## src/rtl/sbus_pkg.sv

```systemverilog
package sbus_pkg;

    localparam int OPC_W   = 4;
    localparam int RIDX_W  = 3;
    localparam int NUM_GPR = 1 << RIDX_W;

    localparam logic [OPC_W-1:0] OPC_NOP   = 4'd0;
    localparam logic [OPC_W-1:0] OPC_LOAD  = 4'd1;
    localparam logic [OPC_W-1:0] OPC_STORE = 4'd2;
    localparam logic [OPC_W-1:0] OPC_MOVE  = 4'd3;
    localparam logic [OPC_W-1:0] OPC_ADD   = 4'd4;
    localparam logic [OPC_W-1:0] OPC_SUB   = 4'd5;
    localparam logic [OPC_W-1:0] OPC_XOR   = 4'd6;
    localparam logic [OPC_W-1:0] OPC_HALT  = 4'd15;

    typedef enum logic [1:0] {
        ALU_ADD = 2'd0,
        ALU_SUB = 2'd1,
        ALU_XOR = 2'd2
    } alu_op_e;

    typedef enum logic [3:0] {
        ST_F_ADDR,
        ST_F_WAIT,
        ST_F_LATCH,
        ST_LD_ADDR,
        ST_LD_WAIT,
        ST_LD_WB,
        ST_SD_ADDR,
        ST_SD_DATA,
        ST_SD_WAIT,
        ST_MV,
        ST_AL_Y,
        ST_AL_Z,
        ST_AL_WB,
        ST_HALT
    } state_e;

    typedef struct packed {
        logic              pc_out;
        logic              mdr_out;
        logic              z_out;
        logic              temp_out;
        logic              gpr_out;
        logic [RIDX_W-1:0] gpr_out_idx;
        logic              pc_inc;
        logic              mar_in;
        logic              mdr_in;
        logic              ir_in;
        logic              y_in;
        logic              z_in;
        logic              temp_in;
        logic              gpr_in;
        logic [RIDX_W-1:0] gpr_in_idx;
        alu_op_e           alu_op;
        logic              mem_rd;
        logic              mem_wr;
    } ctl_t;

endpackage

```

## src/rtl/sbus_alu.sv

```systemverilog
module sbus_alu
    import sbus_pkg::*;
#(
    parameter int DATA_W = 16
) (
    input  logic [DATA_W-1:0] opa,
    input  logic [DATA_W-1:0] opb,
    input  alu_op_e           op,
    output logic [DATA_W-1:0] res
);
    logic              invert_b;
    logic [DATA_W-1:0] b_eff;
    logic [DATA_W-1:0] sum;

    always_comb begin
        invert_b = (op == ALU_SUB);
        b_eff    = opb ^ {DATA_W{invert_b}};
        // subtraction uses the carry-in as the +1 of two's complement
        sum      = opa + b_eff + DATA_W'(invert_b);
        unique case (op)
            ALU_XOR: res = opa ^ opb;
            default: res = sum;
        endcase
    end
endmodule

```

## src/rtl/sbus_gpr.sv

```systemverilog
module sbus_gpr
    import sbus_pkg::*;
#(
    parameter int DATA_W = 16
) (
    input  logic              clk,
    input  logic              rst_n,
    input  logic              out_en,
    input  logic [RIDX_W-1:0] out_idx,
    input  logic              in_en,
    input  logic [RIDX_W-1:0] in_idx,
    input  logic [DATA_W-1:0] bus_in,
    output logic [DATA_W-1:0] bus_drive
);
    logic [NUM_GPR-1:0] sel_out;
    logic [NUM_GPR-1:0] sel_in;
    logic [DATA_W-1:0]  regs [NUM_GPR];

    for (genvar g = 0; g < NUM_GPR; g++) begin : g_reg
        assign sel_out[g] = out_en && (out_idx == RIDX_W'(g));
        assign sel_in[g]  = in_en  && (in_idx  == RIDX_W'(g));

        always_ff @(posedge clk) begin
            if (!rst_n) begin
                regs[g] <= '0;
            end else if (sel_in[g]) begin
                regs[g] <= bus_in;
            end
        end
    end

    always_comb begin
        bus_drive = '0;
        for (int i = 0; i < NUM_GPR; i++) begin
            if (sel_out[i]) begin
                bus_drive = bus_drive | regs[i];
            end
        end
    end
endmodule

```

## src/rtl/sbus_ctrl.sv

```systemverilog
module sbus_ctrl
    import sbus_pkg::*;
(
    input  logic              clk,
    input  logic              rst_n,
    input  logic [OPC_W-1:0]  fetch_opc,
    input  logic [OPC_W-1:0]  ir_opc,
    input  logic [RIDX_W-1:0] ir_rd,
    input  logic [RIDX_W-1:0] ir_rs,
    input  logic              mem_mfc,
    output ctl_t              ctl,
    output logic              halted
);
    state_e state_q;
    state_e state_d;
    logic   waiting;

    always_ff @(posedge clk) begin
        if (!rst_n) begin
            state_q <= ST_F_ADDR;
        end else begin
            state_q <= state_d;
        end
    end

    always_comb begin
        state_d = state_q;
        unique case (state_q)
            ST_F_ADDR:  state_d = ST_F_WAIT;
            ST_F_WAIT:  if (mem_mfc) state_d = ST_F_LATCH;
            ST_F_LATCH: begin
                case (fetch_opc)
                    OPC_LOAD:                  state_d = ST_LD_ADDR;
                    OPC_STORE:                 state_d = ST_SD_ADDR;
                    OPC_MOVE:                  state_d = ST_MV;
                    OPC_ADD, OPC_SUB, OPC_XOR: state_d = ST_AL_Y;
                    OPC_HALT:                  state_d = ST_HALT;
                    default:                   state_d = ST_F_ADDR;
                endcase
            end
            ST_LD_ADDR: state_d = ST_LD_WAIT;
            ST_LD_WAIT: if (mem_mfc) state_d = ST_LD_WB;
            ST_LD_WB:   state_d = ST_F_ADDR;
            ST_SD_ADDR: state_d = ST_SD_DATA;
            ST_SD_DATA: state_d = ST_SD_WAIT;
            ST_SD_WAIT: if (mem_mfc) state_d = ST_F_ADDR;
            ST_MV:      state_d = ST_F_ADDR;
            ST_AL_Y:    state_d = ST_AL_Z;
            ST_AL_Z:    state_d = ST_AL_WB;
            ST_AL_WB:   state_d = ST_F_ADDR;
            ST_HALT:    state_d = ST_HALT;
            default:    state_d = ST_F_ADDR;
        endcase
    end

    always_comb begin
        ctl = '0;
        unique case (state_q)
            ST_F_ADDR: begin
                ctl.pc_out = 1'b1;
                ctl.mar_in = 1'b1;
            end
            ST_F_WAIT:  ctl.mem_rd = 1'b1;
            ST_F_LATCH: begin
                ctl.mdr_out = 1'b1;
                ctl.ir_in   = 1'b1;
                ctl.pc_inc  = 1'b1;
            end
            ST_LD_ADDR, ST_SD_ADDR: begin
                ctl.gpr_out     = 1'b1;
                ctl.gpr_out_idx = ir_rs;
                ctl.mar_in      = 1'b1;
            end
            ST_LD_WAIT: ctl.mem_rd = 1'b1;
            ST_LD_WB: begin
                ctl.mdr_out    = 1'b1;
                ctl.gpr_in     = 1'b1;
                ctl.gpr_in_idx = ir_rd;
            end
            ST_SD_DATA: begin
                ctl.gpr_out     = 1'b1;
                ctl.gpr_out_idx = ir_rd;
                ctl.mdr_in      = 1'b1;
            end
            ST_SD_WAIT: ctl.mem_wr = 1'b1;
            ST_MV: begin
                ctl.gpr_out     = 1'b1;
                ctl.gpr_out_idx = ir_rs;
                ctl.gpr_in      = 1'b1;
                ctl.gpr_in_idx  = ir_rd;
            end
            ST_AL_Y: begin
                ctl.gpr_out     = 1'b1;
                ctl.gpr_out_idx = ir_rd;
                ctl.y_in        = 1'b1;
            end
            ST_AL_Z: begin
                ctl.gpr_out     = 1'b1;
                ctl.gpr_out_idx = ir_rs;
                ctl.z_in        = 1'b1;
                case (ir_opc)
                    OPC_SUB: ctl.alu_op = ALU_SUB;
                    OPC_XOR: ctl.alu_op = ALU_XOR;
                    default: ctl.alu_op = ALU_ADD;
                endcase
            end
            ST_AL_WB: begin
                ctl.z_out      = 1'b1;
                ctl.gpr_in     = 1'b1;
                ctl.gpr_in_idx = ir_rd;
            end
            default: ;
        endcase
    end

    assign halted  = (state_q == ST_HALT);
    assign waiting = (state_q == ST_F_WAIT) || (state_q == ST_LD_WAIT) ||
                     (state_q == ST_SD_WAIT);

    // a waiting step is held until completion arrives
    assert_wait_stall_R10: assert property (@(posedge clk) disable iff (!rst_n)
        (waiting && !mem_mfc) |=> (state_q == $past(state_q)));

    // once halted, stay halted with no memory request
    assert_halt_sticky_R7: assert property (@(posedge clk) disable iff (!rst_n)
        halted |=> (halted && !ctl.mem_rd && !ctl.mem_wr));
endmodule

```

## src/rtl/sbus_cpu.sv

```systemverilog
module sbus_cpu
    import sbus_pkg::*;
#(
    parameter int DATA_W  = 16,
    parameter int PC_STEP = 1
) (
    input  logic              clk,
    input  logic              rst_n,
    output logic [DATA_W-1:0] mem_addr,
    output logic [DATA_W-1:0] mem_wdata,
    input  logic [DATA_W-1:0] mem_rdata,
    output logic              mem_rd,
    output logic              mem_wr,
    input  logic              mem_mfc,
    output logic              halted
);
    localparam int OPC_LSB  = DATA_W - OPC_W;
    localparam int RD_LSB   = OPC_LSB - RIDX_W;
    localparam int RS_LSB   = RD_LSB - RIDX_W;
    localparam int NSRC     = 5;
    localparam int SRC_PC   = 0;
    localparam int SRC_MDR  = 1;
    localparam int SRC_Z    = 2;
    localparam int SRC_TEMP = 3;
    localparam int SRC_GPR  = 4;

    ctl_t              ctl;
    logic [DATA_W-1:0] pc_q, mar_q, mdr_q, ir_q, temp_q, y_q, z_q;
    logic [DATA_W-1:0] bus, gpr_drv, alu_res;
    logic [NSRC-1:0]   drv_en;
    logic [DATA_W-1:0] src_val [NSRC];
    logic              any_capture;
    logic              ir_unused;

    assign drv_en = {ctl.gpr_out, ctl.temp_out, ctl.z_out, ctl.mdr_out, ctl.pc_out};

    always_comb begin
        src_val[SRC_PC]   = pc_q;
        src_val[SRC_MDR]  = mdr_q;
        src_val[SRC_Z]    = z_q;
        src_val[SRC_TEMP] = temp_q;
        src_val[SRC_GPR]  = gpr_drv;
    end

    // released sources contribute zero; the single enabled one owns the bus
    always_comb begin
        bus = '0;
        for (int i = 0; i < NSRC; i++) begin
            if (drv_en[i]) begin
                bus = bus | src_val[i];
            end
        end
    end

    sbus_ctrl u_ctrl (
        .clk       (clk),
        .rst_n     (rst_n),
        .fetch_opc (mdr_q[DATA_W-1:OPC_LSB]),
        .ir_opc    (ir_q[DATA_W-1:OPC_LSB]),
        .ir_rd     (ir_q[OPC_LSB-1:RD_LSB]),
        .ir_rs     (ir_q[RD_LSB-1:RS_LSB]),
        .mem_mfc   (mem_mfc),
        .ctl       (ctl),
        .halted    (halted)
    );

    sbus_gpr #(.DATA_W(DATA_W)) u_gpr (
        .clk       (clk),
        .rst_n     (rst_n),
        .out_en    (ctl.gpr_out),
        .out_idx   (ctl.gpr_out_idx),
        .in_en     (ctl.gpr_in),
        .in_idx    (ctl.gpr_in_idx),
        .bus_in    (bus),
        .bus_drive (gpr_drv)
    );

    sbus_alu #(.DATA_W(DATA_W)) u_alu (
        .opa (y_q),
        .opb (bus),
        .op  (ctl.alu_op),
        .res (alu_res)
    );

    always_ff @(posedge clk) begin
        if (!rst_n) begin
            pc_q   <= '0;
            mar_q  <= '0;
            mdr_q  <= '0;
            ir_q   <= '0;
            temp_q <= '0;
            y_q    <= '0;
            z_q    <= '0;
        end else begin
            if (ctl.pc_inc)  pc_q   <= pc_q + DATA_W'(PC_STEP);
            if (ctl.mar_in)  mar_q  <= bus;
            if (ctl.ir_in)   ir_q   <= bus;
            if (ctl.temp_in) temp_q <= bus;
            if (ctl.y_in)    y_q    <= bus;
            if (ctl.z_in)    z_q    <= alu_res;
            if (ctl.mdr_in) begin
                mdr_q <= bus;
            end else if (ctl.mem_rd && mem_mfc) begin
                mdr_q <= mem_rdata;
            end
        end
    end

    assign mem_addr  = mar_q;
    assign mem_wdata = mdr_q;
    assign mem_rd    = ctl.mem_rd;
    assign mem_wr    = ctl.mem_wr;
    assign ir_unused = ^ir_q[RS_LSB-1:0];

    assign any_capture = ctl.mar_in || ctl.mdr_in || ctl.ir_in || ctl.y_in ||
                         ctl.z_in || ctl.temp_in || ctl.gpr_in;

    // bus ownership
    assert_bus_onehot_R11: assert property (@(posedge clk) disable iff (!rst_n)
        $onehot0(drv_en));
    assert_bus_owned_R11: assert property (@(posedge clk) disable iff (!rst_n)
        any_capture |-> ($countones(drv_en) == 1));

    // strobes exclusive and held with stable address and data
    assert_rd_wr_excl_R9: assert property (@(posedge clk) disable iff (!rst_n)
        !(mem_rd && mem_wr));
    assert_rd_hold_R9: assert property (@(posedge clk) disable iff (!rst_n)
        (mem_rd && !mem_mfc) |=> (mem_rd && $stable(mem_addr)));
    assert_wr_hold_R9: assert property (@(posedge clk) disable iff (!rst_n)
        (mem_wr && !mem_mfc) |=> (mem_wr && $stable(mem_addr) && $stable(mem_wdata)));

    // PC steps once per instruction latch
    assert_pc_step_R2: assert property (@(posedge clk) disable iff (!rst_n)
        ctl.ir_in |=> (pc_q == $past(pc_q) + DATA_W'(PC_STEP)));
endmodule

```

## config.mk

```make
export PLATFORM = sky130hd
export DESIGN_NAME = sbus_cpu
export DESIGN_NICKNAME = d
export VERILOG_FILES = /design/src/rtl/sbus_pkg.sv /design/src/rtl/sbus_alu.sv /design/src/rtl/sbus_gpr.sv /design/src/rtl/sbus_ctrl.sv /design/src/rtl/sbus_cpu.sv
export SDC_FILE = /design/constraint.sdc
export NUM_CORES = 1
export LEC_CHECK = 0
export BUFFER_PORTS_ARGS = -buffer_cell sky130_fd_sc_hd__buf_2
export CORE_ASPECT_RATIO = 0.9
export CORE_MARGIN = 2
export CORE_UTILIZATION = 55
export DETAILED_ROUTE_END_ITERATION = 10
export GPL_TIMING_DRIVEN = 0
export PLACE_DENSITY = 0.75
export REMOVE_ABC_BUFFERS = 1
export SETUP_SLACK_MARGIN = 0.5
export SYNTH_ARGS = -nofsm -noshare
export SYNTH_HDL_FRONTEND = slang
export SYNTH_HIERARCHICAL = 1
export SYNTH_SLANG_ARGS = --single-unit
```

## constraint.sdc

```tcl
create_clock -name clk -period 4.8 [get_ports clk]
set_input_delay 0.48 -clock clk [delete_from_list [all_inputs] [get_ports clk]]
set_output_delay 0.48 -clock clk [all_outputs]
set_load 0.01 [all_outputs]
```

==> flow_summary.yaml <==
outcome:
  status: "finished with violations"
  violations: "negative setup slack"
logic_synthesis:
  syn_inst: 1177
  synth-seq-cells: 238
  async_reset_ff_frac: 0
  syn_area_per_cell_um2: 10.4
  synth_edf_count: 128
  synth_area_um2: 12300
  synth_cell_types: 73
  synthFlopType: "edfxtp_1"
  yosysSeqAreaShare: 0.493
  yosys_warnings: 6
sta:
  hold_viol: 0
  post-route-period-util: 1.03
  finalWorstSetupSlack_ps: -133
  setup_violations: 4
  fmax_mhz: 203
  skew_ps: 17.0
  rsz0062_at_grt: "yes"
  min_period_ps: 4930
  slew_headroom: 0.142
  max_slew.worst_pin.slew_ps: 1280
  slew_violations: 0
worst_setup_path:
  startpoint: "u_ctrl/state_q[0]$_SDFFE_PN0P_"
  r2r_setup_slack_ps: -130
  cp.arrival_ps: 5360
  worstPathRequired_ps: 5230
  critPathLaunchType: "register"
  rr_worst_depth: 24
  end_kind: "register"
  r2r_end: "z_q[9]$_SDFFE_PN0P_"
  r2r-start: "u_ctrl/state_q[0]$_SDFFE_PN0P_"
  crit_type: "register to register"
  cp_max_fo: 8
cts:
  clkSlewWorstSetupHoldPaths_ps: 60
  clk_path_buf_depth: 3
  cts.htree.levels: 1
  clkSinkCount: 238
  cts_hold_buf: 0
  clock_latency_ps: 550
  cts_tree: "built"
  cts_buffers: 25
  cts_root_buffer: "clkbuf_16"
power:
  power.total_mw: 5.11
  power_density_nw_per_um2: 329
  ir_worst_vdd_uv: 277
  p_leak_nw: 5.77
drt:
  totalWireLength_um: 37600
  drt_iter0_markers: 1403
  wl_per_cell_um: 23.2
  ant_nets: 0
  firstDrtPassIters: 7
  via_per_inst: 6.41
  drc_errors: 0
  vias: 10400
final_layout:
  fillers: 1407
  antenna_cells: 0
  nets: 1350
  drive_gt1_frac: 0.294
  seqCellArea_um2: 6060
  area_delta_synth_final_pct: 26.6
  multiInputGateArea_um2: 6480
  fin_cells: 1623
place:
  gp_congestion: 0.916
  dp_cells: 1445
  io_buffers: 53
  hpwl_um: 19400
  dp_worst_setup_slack_ps: -2470
floorplan:
  die_h_um: 146
  fp.dieW_um: 161
  start_util: 0.564
  rows: 51
  io_pins: 54
  dieArea_um2: 23500
  core_area_um2: 21800
worst_hold_path:
  hold_end: "mem_wdata[4]$_SDFFE_PN0P_"
  min_from: "mem_rdata[4]"
  worst_hold_path_type: "input port to register"
  min_path_cells: 4
global_route:
  grt_usage: 0.290
  overflow: 0
  antenna_found_initial: 0
  grt_pass1_vias: 9704
  grt_max_degree: 47
  grt_pass1_wl_um: 53800
job:
  max-cap-violations: 0
## cells in the mapped netlist (5+ instances only)
library cell | n | area (um2)
and3_1 | 33 | 206
clkbuf_1 | 37 | 139
clkbuf_2 | 10 | 50.1
nand3b_1 | 6 | 45.0
a222oi_1 | 16 | 160
a211oi_1 | 33 | 248
nand2_1 | 72 | 270
o31ai_1 | 7 | 52.6
nor4_1 | 8 | 50.1
xnor2_1 | 29 | 254
o221ai_1 | 6 | 52.6
buf_4 | 9 | 67.6
nor3b_1 | 5 | 37.5
a21oi_1 | 93 | 465
a21o_1 | 9 | 67.6
xor2_1 | 20 | 175
dfxtp_1 | 110 | 2200
a22oi_1 | 5 | 37.5
o221ai_2 | 10 | 150
nor3_1 | 6 | 30.0
ha_1 | 17 | 213
edfxtp_1 | 128 | 3840
o22a_1 | 16 | 140
nand2b_1 | 13 | 81.3
nand3_1 | 9 | 45.0
nand4_1 | 8 | 50.1
and2_1 | 132 | 826
o21ai_0 | 76 | 380
inv_1 | 20 | 75.1
buf_2 | 26 | 130
nor2_1 | 47 | 176
mux2i_1 | 92 | 921
o21ai_1 | 5 | 25.0
## registers in the layout, indices dropped and copies added, names as in the netlist
name and flops:
u_ctrl/state_q 4, y_q 16, z_q 16, u_gpr/regs 128
ir_q 10, mem_wdata 16, mem_addr 16, pc_q 16
temp_q 16
## stage by stage
| step | hold WS [ps] | area [um2] | util | TNS, ps |
|---|---|---|---|---|
| after floorplan | 443 | 11800 | - | -57700 |
| after global placement | 451 | 12400 | 0.572 | -375360 |
| after detailed placement | 465 | 12700 | 0.585 | -69190 |
| after CTS | 419 | 15000 | 0.688 | 0 |
| after global routing | 455 | 15500 | 0.714 | -1450 |
| final | 425 | 15500 | 0.714 | -304 |
## layout by cell type, fill, tap and decap left out, drive strengths merged, types with 36 or more instances in the layout
master,count
a21oi,93
buf,195
edfxtp,128
mux2i,92
dfxtp,110
nor2,51
clkbuf,36
and2,132
nand2,72
o21ai,81
## how the worst max path moves through the flow
stage / end / slack [ps] / cells past startpoint
global placement: z_q[15]$_SDFFE_PN0P_ / -3890 / 20
floorplan: z_q[15]$_SDFFE_PN0P_ / -2100 / 20
finish: z_q[9]$_SDFFE_PN0P_ / -130 / 24
global route: z_q[15]$_SDFFE_PN0P_ / -310 / 23
detailed placement: z_q[14]$_SDFFE_PN0P_ / -2470 / 18
CTS: z_q[15]$_SDFFE_PN0P_ / 130 / 23
## area by class of cell
cell class | instances | share of cell area
Multi-Input combinational cell | 832 | 0.417
Sequential cell | 238 | 0.390
Timing Repair Buffer | 195 | 0.111
Clock buffer | 36 | 0.0450
Tap cell | 291 | 0.0234
Inverter | 21 | 0.00870
Clock inverter | 10 | 0.00419
## cell families after synthesis
logic type,Yosys count,synth area share
simple gates,363,0.165
compound gates,304,0.166
flops,238,0.493
buf+inv,109,0.0432
mux,94,0.0769
xor+xnor,50,0.0363
fa+ha+maj,18,0.0190
other cells,1,0.000306
## where the power goes
part           total [mW]  switching, mW  internal (mW)  leakage (nW)
registers            2.37         0.0984           2.27          2.22
logic               0.918          0.547          0.371          3.19
clock network        1.82          0.808           1.02         0.367
## worst max-delay path, cell delays in order (launching register included)
cell	delay [ps]
dfxtp_4	400
buf_2	200
mux2i_1	200
o22ai_1	90
a32o_2	290
buf_4	140
or3b_4	480
buf_4	190
o221ai_2	230
a222oi_1	140
and3_4	210
clkinvlp_4	70
xnor2_1	80
ha_2	410
nand2_2	120
a2111oi_4	330
buf_4	200
buf_4	120
buf_6	90
nor3_4	40
o21ai_2	180
xnor2_1	190
a21oi_1	120
mux2i_1	220
nor2_1	60
## timing repair
action,4_1_cts,5_1_grt
endpoints found under the setup margin,202,13
endpoints found under the hold margin,0,0
pin swaps,77,62
gates cloned,6,0
buffers inserted,95,30
gates resized for setup,148,64
## metal layers
layer / track usage / up-vias / wire, um
met2: 0.454 / 619 / 17600
li1: - / 4606 / -
met5: 0 / - / 0
met4: 0.107 / 0 / 1500
met3: 0.0433 / 123 / 3390
met1: 0.411 / 5050 / 15100
No activity file was read; power rests on OpenSTA's default activity.
